===== config.mk =====
export PLATFORM = sky130hd
export DESIGN_NAME = spi_cs_hold_master
export DESIGN_NICKNAME = d
export VERILOG_FILES = /design/src/rtl/spi_cs_pkg.sv /design/src/rtl/spi_cs_ctrl.sv /design/src/rtl/spi_cs_dpath.sv /design/src/rtl/spi_cs_hold_master.sv
export SDC_FILE = /design/constraint.sdc
export NUM_CORES = 1
export LEC_CHECK = 0
export CAP_MARGIN = 20
export CELL_PAD_IN_SITES_DETAIL_PLACEMENT = 1
export CELL_PAD_IN_SITES_GLOBAL_PLACEMENT = 1
export CORE_MARGIN = 2
export CORE_UTILIZATION = 45
export DETAILED_ROUTE_END_ITERATION = 6
export DONT_BUFFER_PORTS = 1
export PLACE_DENSITY_LB_ADDON = 0.1
export SLEW_MARGIN = 25
export SYNTH_ARGS = -nofsm -noshare
export SYNTH_HDL_FRONTEND = slang
export SYNTH_SLANG_ARGS = --single-unit

===== constraint.sdc =====
create_clock -name clk -period 3.25 [get_ports clk]
set_input_delay 0.325 -clock clk [delete_from_list [all_inputs] [get_ports clk]]
set_output_delay 0.325 -clock clk [all_outputs]
set_load 0.01 [all_outputs]

===== src/rtl/spi_cs_pkg.sv =====
package spi_cs_pkg;

  typedef enum logic [1:0] {
    ST_IDLE,
    ST_SHIFT,
    ST_GAP,
    ST_RECOVER
  } ctrlState_t;

  // Strobes from the control FSM to the datapath
  typedef struct packed {
    logic capture;   // latch host byte into holding register
    logic load;      // move holding register into shifter
    logic shiftOut;  // advance to next bit
    logic sample;    // take MISO (SCK rising edge)
    logic finish;    // word complete
    logic active;    // shifting in progress
  } dpStrobe_t;

endpackage


===== src/rtl/spi_cs_ctrl.sv =====
module spi_cs_ctrl
  import spi_cs_pkg::*;
#(
  parameter int DATA_W = 8,
  parameter int NUM_CS = 4,
  parameter int DIV_W  = 8,
  parameter int GAP_W  = 8
) (
  input  logic              clk,
  input  logic              rstN,
  input  logic              wrEn,
  input  logic [NUM_CS-1:0] wrSel,
  input  logic              lastSet,
  input  logic [NUM_CS-1:0] holdCfg,
  input  logic              decodeMode,
  input  logic [DIV_W-1:0]  clkDiv,
  input  logic [GAP_W-1:0]  xferGap,
  output dpStrobe_t         strobe,
  output logic              sck,
  output logic [NUM_CS-1:0] csN,
  output logic              txEmpty,
  output logic              lastPending
);

  localparam int SEL_W = NUM_CS;
  localparam int BIT_W = $clog2(DATA_W);
  localparam int CFG_W = $clog2(NUM_CS);
  localparam logic [BIT_W-1:0] LAST_BIT = BIT_W'(DATA_W - 1);
  localparam logic [DIV_W-1:0] MIN_DIV  = DIV_W'(2);

  ctrlState_t state;
  logic [DIV_W-1:0] cnt;
  logic [BIT_W-1:0] bitIdx;
  logic [GAP_W-1:0] gapCnt;
  logic             holdFull;
  logic [SEL_W-1:0] holdSel;
  logic             holdLast;
  logic [SEL_W-1:0] curSel;
  logic             curLast;
  logic             csActive;
  logic             lastFlag;

  logic [DIV_W-1:0] divEff;
  logic [DIV_W-1:0] lowLen;
  logic periodEnd, sameSel, gapDone;
  logic idleStart, gapStart, startWord, idleSwitch;
  logic gapKeep, gapRelease, acceptWr, wordDone;

  always_comb begin
    divEff     = (clkDiv < MIN_DIV) ? MIN_DIV : clkDiv;
    lowLen     = divEff - (divEff >> 1);
    periodEnd  = (cnt == divEff - DIV_W'(1));
    sameSel    = (holdSel == curSel);
    gapDone    = (gapCnt == xferGap);
    acceptWr   = wrEn && !holdFull;
    idleStart  = (state == ST_IDLE) && holdFull && (!csActive || sameSel);
    gapStart   = (state == ST_GAP) && gapDone && holdFull && sameSel && !curLast;
    startWord  = idleStart || gapStart;
    idleSwitch = (state == ST_IDLE) && holdFull && csActive && !sameSel;
    gapKeep    = (state == ST_GAP) && gapDone && !startWord && !curLast &&
                 !holdFull && holdCfg[curSel[CFG_W-1:0]];
    gapRelease = (state == ST_GAP) && gapDone && !startWord && !gapKeep;
    wordDone   = (state == ST_SHIFT) && periodEnd && (bitIdx == LAST_BIT);
  end

  // Holding register bookkeeping and last-word request
  always_ff @(posedge clk or negedge rstN) begin
    if (!rstN) begin
      holdFull <= 1'b0;
      holdSel  <= '1;
      holdLast <= 1'b0;
      lastFlag <= 1'b0;
    end else begin
      if (startWord) begin
        holdFull <= 1'b0;
      end else if (acceptWr) begin
        holdFull <= 1'b1;
        holdSel  <= wrSel;
        holdLast <= lastFlag || lastSet;
      end
      if (lastSet) begin
        lastFlag <= 1'b1;
      end else if (gapRelease && curLast) begin
        lastFlag <= 1'b0;
      end
    end
  end

  // Sequencer: shifting, inter-word delay, release recovery
  always_ff @(posedge clk or negedge rstN) begin
    if (!rstN) begin
      state    <= ST_IDLE;
      cnt      <= '0;
      bitIdx   <= '0;
      gapCnt   <= '0;
      curSel   <= '1;
      curLast  <= 1'b0;
      csActive <= 1'b0;
    end else begin
      unique case (state)
        ST_IDLE: begin
          if (startWord) begin
            state    <= ST_SHIFT;
            cnt      <= '0;
            bitIdx   <= '0;
            curSel   <= holdSel;
            curLast  <= holdLast;
            csActive <= 1'b1;
          end else if (idleSwitch) begin
            csActive <= 1'b0;
            state    <= ST_RECOVER;
            cnt      <= '0;
          end
        end
        ST_SHIFT: begin
          if (periodEnd) begin
            cnt <= '0;
            if (bitIdx == LAST_BIT) begin
              state  <= ST_GAP;
              gapCnt <= '0;
            end else begin
              bitIdx <= bitIdx + 1'b1;
            end
          end else begin
            cnt <= cnt + 1'b1;
          end
        end
        ST_GAP: begin
          if (startWord) begin
            state   <= ST_SHIFT;
            cnt     <= '0;
            bitIdx  <= '0;
            curLast <= holdLast;
          end else if (gapKeep) begin
            state <= ST_IDLE;
          end else if (gapRelease) begin
            csActive <= 1'b0;
            state    <= ST_RECOVER;
            cnt      <= '0;
          end else begin
            gapCnt <= gapCnt + 1'b1;
          end
        end
        ST_RECOVER: begin
          if (periodEnd) begin
            state <= ST_IDLE;
          end else begin
            cnt <= cnt + 1'b1;
          end
        end
        default: state <= ST_IDLE;
      endcase
    end
  end

  // Select line encoding
  logic [NUM_CS-1:0] directN;
  for (genvar i = 0; i < NUM_CS; i++) begin : g_direct
    assign directN[i] = !(csActive && (curSel == SEL_W'(i)));
  end

  always_comb begin
    if (decodeMode) begin
      csN = csActive ? curSel : '1;
    end else begin
      csN = directN;
    end
    sck             = (state == ST_SHIFT) && (cnt >= lowLen);
    txEmpty         = !holdFull;
    lastPending     = lastFlag;
    strobe.capture  = acceptWr;
    strobe.load     = startWord;
    strobe.shiftOut = (state == ST_SHIFT) && periodEnd && (bitIdx != LAST_BIT);
    strobe.sample   = (state == ST_SHIFT) && (cnt == lowLen - DIV_W'(1));
    strobe.finish   = wordDone;
    strobe.active   = (state == ST_SHIFT);
  end

  // a write into a full holding register leaves it untouched
  a_r1_full_write_ignored: assert property (@(posedge clk) disable iff (!rstN)
    (holdFull && wrEn && !startWord) |=> (holdFull && $stable(holdSel)));

  // SCK only toggles while a select session is open
  a_r3_sck_needs_select: assert property (@(posedge clk) disable iff (!rstN)
    sck |-> csActive);

  // a same-select byte ready at the decision point keeps the line low
  a_r4_same_select_continues: assert property (@(posedge clk) disable iff (!rstN)
    gapStart |=> (csActive && state == ST_SHIFT));

  // a kept select stays low while nothing is waiting
  a_r6_hold_persists: assert property (@(posedge clk) disable iff (!rstN)
    (state == ST_IDLE && csActive && !holdFull) |=> csActive);

  // a word carrying the last-word request always ends in a release
  a_r7_last_forces_release: assert property (@(posedge clk) disable iff (!rstN)
    (state == ST_GAP && gapDone && curLast) |=> !csActive);

  // the asserted select never changes to another code directly
  a_r9_no_direct_handover: assert property (@(posedge clk) disable iff (!rstN)
    (csActive && $past(csActive)) |-> (curSel == $past(curSel)));

endmodule


===== src/rtl/spi_cs_dpath.sv =====
module spi_cs_dpath
  import spi_cs_pkg::*;
#(
  parameter int DATA_W = 8
) (
  input  logic              clk,
  input  logic              rstN,
  input  dpStrobe_t         strobe,
  input  logic [DATA_W-1:0] wrData,
  input  logic              miso,
  output logic              mosi,
  output logic [DATA_W-1:0] rxData,
  output logic              rxValid
);

  logic [DATA_W-1:0] holdData;
  logic [DATA_W-1:0] txShift;
  logic [DATA_W-1:0] rxShift;

  always_ff @(posedge clk or negedge rstN) begin
    if (!rstN) begin
      holdData <= '0;
      txShift  <= '0;
      rxShift  <= '0;
      rxData   <= '0;
      rxValid  <= 1'b0;
    end else begin
      if (strobe.capture) begin
        holdData <= wrData;
      end
      if (strobe.load) begin
        txShift <= holdData;
      end else if (strobe.shiftOut) begin
        txShift <= {txShift[DATA_W-2:0], 1'b0};
      end
      if (strobe.sample) begin
        rxShift <= {rxShift[DATA_W-2:0], miso};
      end
      rxValid <= strobe.finish;
      if (strobe.finish) begin
        rxData <= rxShift;
      end
    end
  end

  assign mosi = strobe.active ? txShift[DATA_W-1] : 1'b0;

  // the received-word pulse lasts exactly one clock
  a_r3_valid_single: assert property (@(posedge clk) disable iff (!rstN)
    rxValid |=> !rxValid);

  // MOSI only moves at a bit boundary or word start/end
  a_r3_mosi_holds: assert property (@(posedge clk) disable iff (!rstN)
    (strobe.active && !strobe.shiftOut && !strobe.load && !strobe.finish)
      |=> $stable(mosi));

endmodule


===== src/rtl/spi_cs_hold_master.sv =====
module spi_cs_hold_master
  import spi_cs_pkg::*;
#(
  parameter int DATA_W = 8,
  parameter int NUM_CS = 4,
  parameter int DIV_W  = 8,
  parameter int GAP_W  = 8
) (
  input  logic              clk,
  input  logic              rstN,
  input  logic              wrEn,
  input  logic [DATA_W-1:0] wrData,
  input  logic [NUM_CS-1:0] wrSel,
  input  logic              lastSet,
  input  logic [NUM_CS-1:0] holdCfg,
  input  logic              decodeMode,
  input  logic [DIV_W-1:0]  clkDiv,
  input  logic [GAP_W-1:0]  xferGap,
  output logic              txEmpty,
  output logic              lastPending,
  output logic              sck,
  output logic              mosi,
  input  logic              miso,
  output logic [NUM_CS-1:0] csN,
  output logic [DATA_W-1:0] rxData,
  output logic              rxValid
);

  dpStrobe_t strobe;

  spi_cs_ctrl #(
    .DATA_W(DATA_W), .NUM_CS(NUM_CS), .DIV_W(DIV_W), .GAP_W(GAP_W)
  ) u_ctrl (
    .clk        (clk),
    .rstN       (rstN),
    .wrEn       (wrEn),
    .wrSel      (wrSel),
    .lastSet    (lastSet),
    .holdCfg    (holdCfg),
    .decodeMode (decodeMode),
    .clkDiv     (clkDiv),
    .xferGap    (xferGap),
    .strobe     (strobe),
    .sck        (sck),
    .csN        (csN),
    .txEmpty    (txEmpty),
    .lastPending(lastPending)
  );

  spi_cs_dpath #(
    .DATA_W(DATA_W)
  ) u_dpath (
    .clk    (clk),
    .rstN   (rstN),
    .strobe (strobe),
    .wrData (wrData),
    .miso   (miso),
    .mosi   (mosi),
    .rxData (rxData),
    .rxValid(rxValid)
  );

endmodule


* Yosys cells after proc, flatten, opt, wreduce, memory -nomap -nowiden *
Cells that the tools add are included.

storage, ports and cells
  flip-flop bits (word level) = 67
  input bits = 38

cells by class
  reduce and logical (&&, ||, !) cells = 54
  equal/unequal tests = 26
  mux-type cells = 45
  bitwise gates (word level) = 1
  order comparisons = 3
  add/sub/neg operators = 6

operators by type and width
  kind                                                                  number
  8-bit two-way mux                                                     15
  8-bit case mux with 4 select lines                                    1
  8-bit == test                                                         3
  1-bit logical AND                                                     24
  8-bit by 1-bit adder with 8-bit output, second input constant         2
  2-bit two-way mux                                                     8
  8-bit case mux with 2 select lines                                    1
  8-bit by 1-bit subtractor with 8-bit output, second input constant    2
  2-bit != test, second input constant                                  7
  2-bit nonzero test                                                    6
  1-bit two-way mux                                                     11
  1-bit zero test                                                       10
  5-bit AND reduction                                                   2
  3-bit two-way mux                                                     3
  4-bit by 2-bit == test with 1-bit output, second input constant       2
  8-bit >= comparator                                                   1
  8-bit by 2-bit < comparator with 1-bit output, second input constant  1
  4-bit two-way mux                                                     2
  2-bit case mux with 4 select lines                                    1
  4-bit AND reduction                                                   2
  8-bit by 7-bit subtractor with 8-bit output                           1
  2-bit by 1-bit != test with 1-bit output, second input constant       3
  3-bit by 1-bit != test with 1-bit output, second input constant       2
  3-bit case mux with 2 select lines                                    1
  19 further kinds                                                      24

* Logic depth before layout (Yosys ltp) *
  depth after elaboration = 17
  mapped depth = 16

* Hierarchy *
From an unflattened synthesis, not the netlist that was laid out.

second synthesis, totals
  cells, all modules = 467
  area, all modules = 4,563.1 µm²

modules (own cells, without submodules)
  module        times used  area an instance (µm²)  cells each
  spi_cs_ctrl   1           3,168.0                 380
  spi_cs_dpath  1           1,395.1                 87

* Worst setup path after synthesis *
OpenSTA, ideal clock, no wires.

  path kind = input to register
  start point = input clkDiv[7]
  end point = register u_dpath.rxShift[0]
  setup slack = -447 ps
  data arrival time = 3,572 ps
  data required time = 3,125 ps
  stages on the path = 15
  cell sequence = inv_1 -> ha_1 -> nor4b_2 -> nand2_1 -> nand2b_1 -> ha_1 -> inv_1 -> fa_1 -> nand2b_1 -> or3_1 -> mux2i_2 -> a21oi_1 -> o2111a_1 -> o311ai_4 -> mux2_2

on the way
  word-level cells in the longest chain between the ends = 6

ends and longest elaborated chain
  element                                          RTL line                  source
  from (decl)                                      spi_cs_hold_master.sv:17  input logic [DIV_W-1:0] clkDiv,
  8-bit by 2-bit < comparator with 1-bit output    spi_cs_ctrl.sv:50         divEff = (clkDiv < MIN_DIV) ? MIN_DIV : clkDiv;
  8-bit two-way mux (*)                            spi_cs_ctrl.sv:50
  8-bit by 7-bit subtractor with 8-bit output (*)  spi_cs_ctrl.sv:51         lowLen = divEff - (divEff >> 1);
  8-bit by 1-bit subtractor with 8-bit output (*)  spi_cs_ctrl.sv:174        strobe.sample = (state == ST_SHIFT) && (cnt == lowLen - DIV_W'(1));
  8-bit == test (*)                                spi_cs_ctrl.sv:174
  1-bit logical AND (*)                            spi_cs_ctrl.sv:174
  to (signal assigned)                             spi_cs_dpath.sv:37        rxShift <= {rxShift[DATA_W-2:0], miso};
  to (decl)                                        spi_cs_dpath.sv:18        logic [DATA_W-1:0] rxShift;

Mark *: on every way between the ends. The rest lies on a longest branch, timed or not.
A chain may end at the register's enable or synchronous reset.

* Worst setup path after layout *
  start point = input clkDiv[6]
  end point = output sck

on the way
  word-level cells in the longest chain between the ends = 5

ends and longest elaborated chain
  element                                          RTL line                  source
  8-bit by 2-bit < comparator with 1-bit output    spi_cs_ctrl.sv:50
  8-bit two-way mux (*)                            spi_cs_ctrl.sv:50
  8-bit by 7-bit subtractor with 8-bit output (*)  spi_cs_ctrl.sv:51
  8-bit >= comparator (*)                          spi_cs_ctrl.sv:168        sck = (state == ST_SHIFT) && (cnt >= lowLen);
  1-bit logical AND (*)                            spi_cs_ctrl.sv:168
  to (decl)                                        spi_cs_hold_master.sv:21  output logic sck,

Marks and branches as above.

==> results_dict.tcl <==
set metrics [dict create \
    fmax_ghz 0.295 \
    ir_drop_mv 0.277 \
    synth_edf_count 0 \
    synth_top_cell_by_area "dfrtp_1" \
    async_reset_ff_share_pct 100 \
    syn_to_final_growth_pct 24.5 \
    dieArea_um2 11000 \
    r2r_cells 7 \
    required_ns 2.92 \
    p_per_area_nw_per_um2 506 \
    synth_fp_nets 530 \
    violations "setup timing" \
    globalplace.congestion 0.816 \
    power_frac_clock_pct 27.7 \
    max_cap_viol_count 0 \
    cp_max_fo 4 \
    synth_area_um2 4590 \
    drc 0 \
    clkLatencyLatePin_ns 0.35 \
    post-route-util_pct 58.2 \
    r2r_slack_ns 0.62 \
    initial_core_util_pct 46.7 \
    post-route-min-period_ns 3.40 \
    place_hpwl_mm 8.38 \
    grt.overflow.total 0 \
    rsz0062_at_grt "yes" \
    ff_latch_area_um2 1690 \
    maxSlewHeadroom_pct 56.3 \
    hold_viol 0 \
    intPower_mw 1.86 \
    wirelength_mm 12.1 \
    finalClockSkew_ns 0.0103 \
    clock_sinks 67 \
    hold_path_startpoint "lastSet" \
    path_class "in -> out" \
    setup_viol 9 \
    rr_startpoint "u_ctrl.cnt[2]" \
    coreArea_um2 9820 \
    ys_ff_latch 67 \
    synth_compound_area_share_pct 14.6 \
    synth_seq_area_share_pct 36.8 \
    dr_total_vias 3646 \
    yosysMostFrequentCell "dfrtp_1" \
    nNetsFinal 572 \
    avgRoutedWirePerCell_um 18.8 \
    synth.area.top_cells "dfrtp_1, mux2_2, ha_1" \
    multiInputGateArea_um2 3040 \
    core.rowCount 36 \
    critPathArrivalTime_ns 3.07 \
    dp_cells 603 \
    whs_endpoint "u_ctrl.lastPending" \
    synth_top_family_by_area "simple AND/OR/NAND/NOR gates" \
    p_comb_share_pct 34.9 \
    critPathLaunchType "input port" \
    drive_above_1_share_pct 32.5 \
    antenna_found_initial 0 \
    seq_power_share_pct 37.4 \
    drt-initial-drc-count 117 \
    die_y_um 105 \
    tritoncts "done" \
    drt_pass1_iterations 4 \
    swShare_pct 35.6 \
    io_pins 55 \
    syn-mean-instance-area_um2 9.89 \
    synth.area.mux_share_pct 11.8 \
    grt_pass1_vias 3914 \
    antennaDiodeCount 0 \
    crit_path_end_kind "primary output" \
    cts_buffers 9 \
    outcome "finished with violations" \
    synth-xor-area-share_pct 8.18 \
    drv_slew 0 \
    h-tree-depth 3 \
    worstHoldPathType "in -> reg" \
    power.leakage_nw 2.63 \
    die_x_um 105 \
    crit_start "clkDiv[6]" \
    synth_top_flop_cell "dfrtp_1" \
    fillers 1100 \
    synth.top_cell.area_share_pct 32.2 \
    vias_per_cell 5.66 \
    grt_max_degree 68 \
    synth.distinct_cells 69 \
    cts_max_path_buffers 2 \
    syn_inst 464 \
    cts-root-buf "clkbuf_8" \
    min_delay_path_depth 1 \
    cts.clk_slew.worst_paths_ns 0.07 \
    track_usage_pct 21.9 \
    tightest_slew_ns 0.655 \
    synthSimpleGateAreaFrac_pct 17.0 \
    synth_common_cells "dfrtp_1, nand2_1, mux2_2, ha_1, nor2_1" \
    io_buffers 0 \
    synth-warning-count 0 \
    switchingPower_mw 1.03 \
    ant_nets 0 \
    reg2reg_to "u_dpath.rxData[4]" \
    grt_pass1_wl_mm 19.4 \
    final_cells 644 \
    fin_ws_ns -0.145 \
    fin_crit_sh_pct 104 \
    synth_fa_ha_area_share_pct 7.80 \
]
## cell type report
type | instances | area share, %
Inverter | 25 | 2.32
Clock buffer | 9 | 2.17
Clock inverter | 7 | 1.77
Tap cell | 133 | 2.91
Timing Repair Buffer | 53 | 7.98
Multi-Input combinational cell | 350 | 53.3
Sequential cell | 67 | 29.5
## metal layers
metal	part of all wire, %	up-vias	global-route usage [%]
met5	0	-	0
met4	2.0	0	4.19
met3	2.4	15	4.05
met2	50	54	38.7
met1	46	1844	28.1
li1	-	1733	-
## worst max-delay path by stage
stage / endpoint / slack, ns / cells past startpoint
floorplan: u_dpath.rxShift[0] / -0.33 / 15
finish: sck / -0.15 / 17
detailed placement: u_dpath.rxShift[1] / -0.47 / 17
global route: sck / -0.30 / 17
global placement: u_dpath.rxShift[1] / -0.33 / 17
CTS: sck / -0.19 / 17
## power groups by stage
stage | logic (mW) | clock network [mW] | registers [mW]
after detailed placement | 0.846 | 0 | 1.09
final | 1.01 | 0.801 | 1.08
after global placement | 0.812 | 0 | 1.09
after floorplan | 0.697 | 0 | 0.995
after global routing | 1.12 | 0.852 | 1.10
after CTS | 0.918 | 0.822 | 1.08
## what timing repair did
item	4_1_cts	5_1_grt
pin swaps	10	16
gates cloned	0	1
endpoints found under the hold margin	67	0
hold buffers	2	0
setup buffers	12	11
resized for setup	16	49
endpoints found under the setup margin	9	39
## critical path, stage by stage
cell and delay, ns:
clkinv_16 0.03, ha_4 0.11, nor4b_4 0.25, nand2_1 0.12, nand2b_1 0.15, ha_2 0.22, inv_2 0.04, fa_2 0.40
xnor2_4 0.20, inv_2 0.08, buf_6 0.13, ha_4 0.20, a21o_1 0.16, a21o_1 0.15, a221o_1 0.31, o221ai_2 0.08
a21oi_2 0.11
## placed cells by master (no fill, tap or decap), types with 15 or more instances in the layout
master    n
ha_1     22
nand2_1  37
o21ai_0  21
buf_4    44
mux2_2   21
nor2_1   27
dfrtp_1  59
inv_1    19
xor2_1   19
mux2_4   15
## flip-flops by register name (all words and copies together), names as in the netlist, 2 cells and up
register and cells:
u_dpath.holdData 8, u_ctrl.cnt 8, u_ctrl.gapCnt 8, u_dpath.rxShift 8, u_ctrl.holdSel 4, u_dpath.txShift 8, u_ctrl.curSel 4, u_ctrl.bitIdx 3
u_dpath.rxData 8, u_ctrl.state 2
## cell families after synthesis
family          Yosys count
buf+inv                  47
mux                      49
flops                    67
xor+xnor                 38
fa+ha+maj                28
compound gates           93
simple gates            142
## per-stage QoR
| step | power [mW] | setup slack (ns) | TNS, ns | area [µm²] | hold WS (ns) |
|---|---|---|---|---|---|
| global route | 3.07 | -0.301 | -2.06 | 5710 | 0.0645 |
| global placement | 1.90 | -0.328 | -2.66 | 4970 | 0.0361 |
| detailed placement | 1.93 | -0.471 | -3.86 | 4970 | 0.0362 |
| finish | 2.89 | -0.145 | -0.731 | 5710 | 0.0649 |
| floorplan | 1.69 | -0.334 | -2.68 | 4670 | 0.0294 |
| CTS | 2.82 | -0.194 | -0.925 | 5410 | 0.0615 |
(Power assumes the default switching activity.)
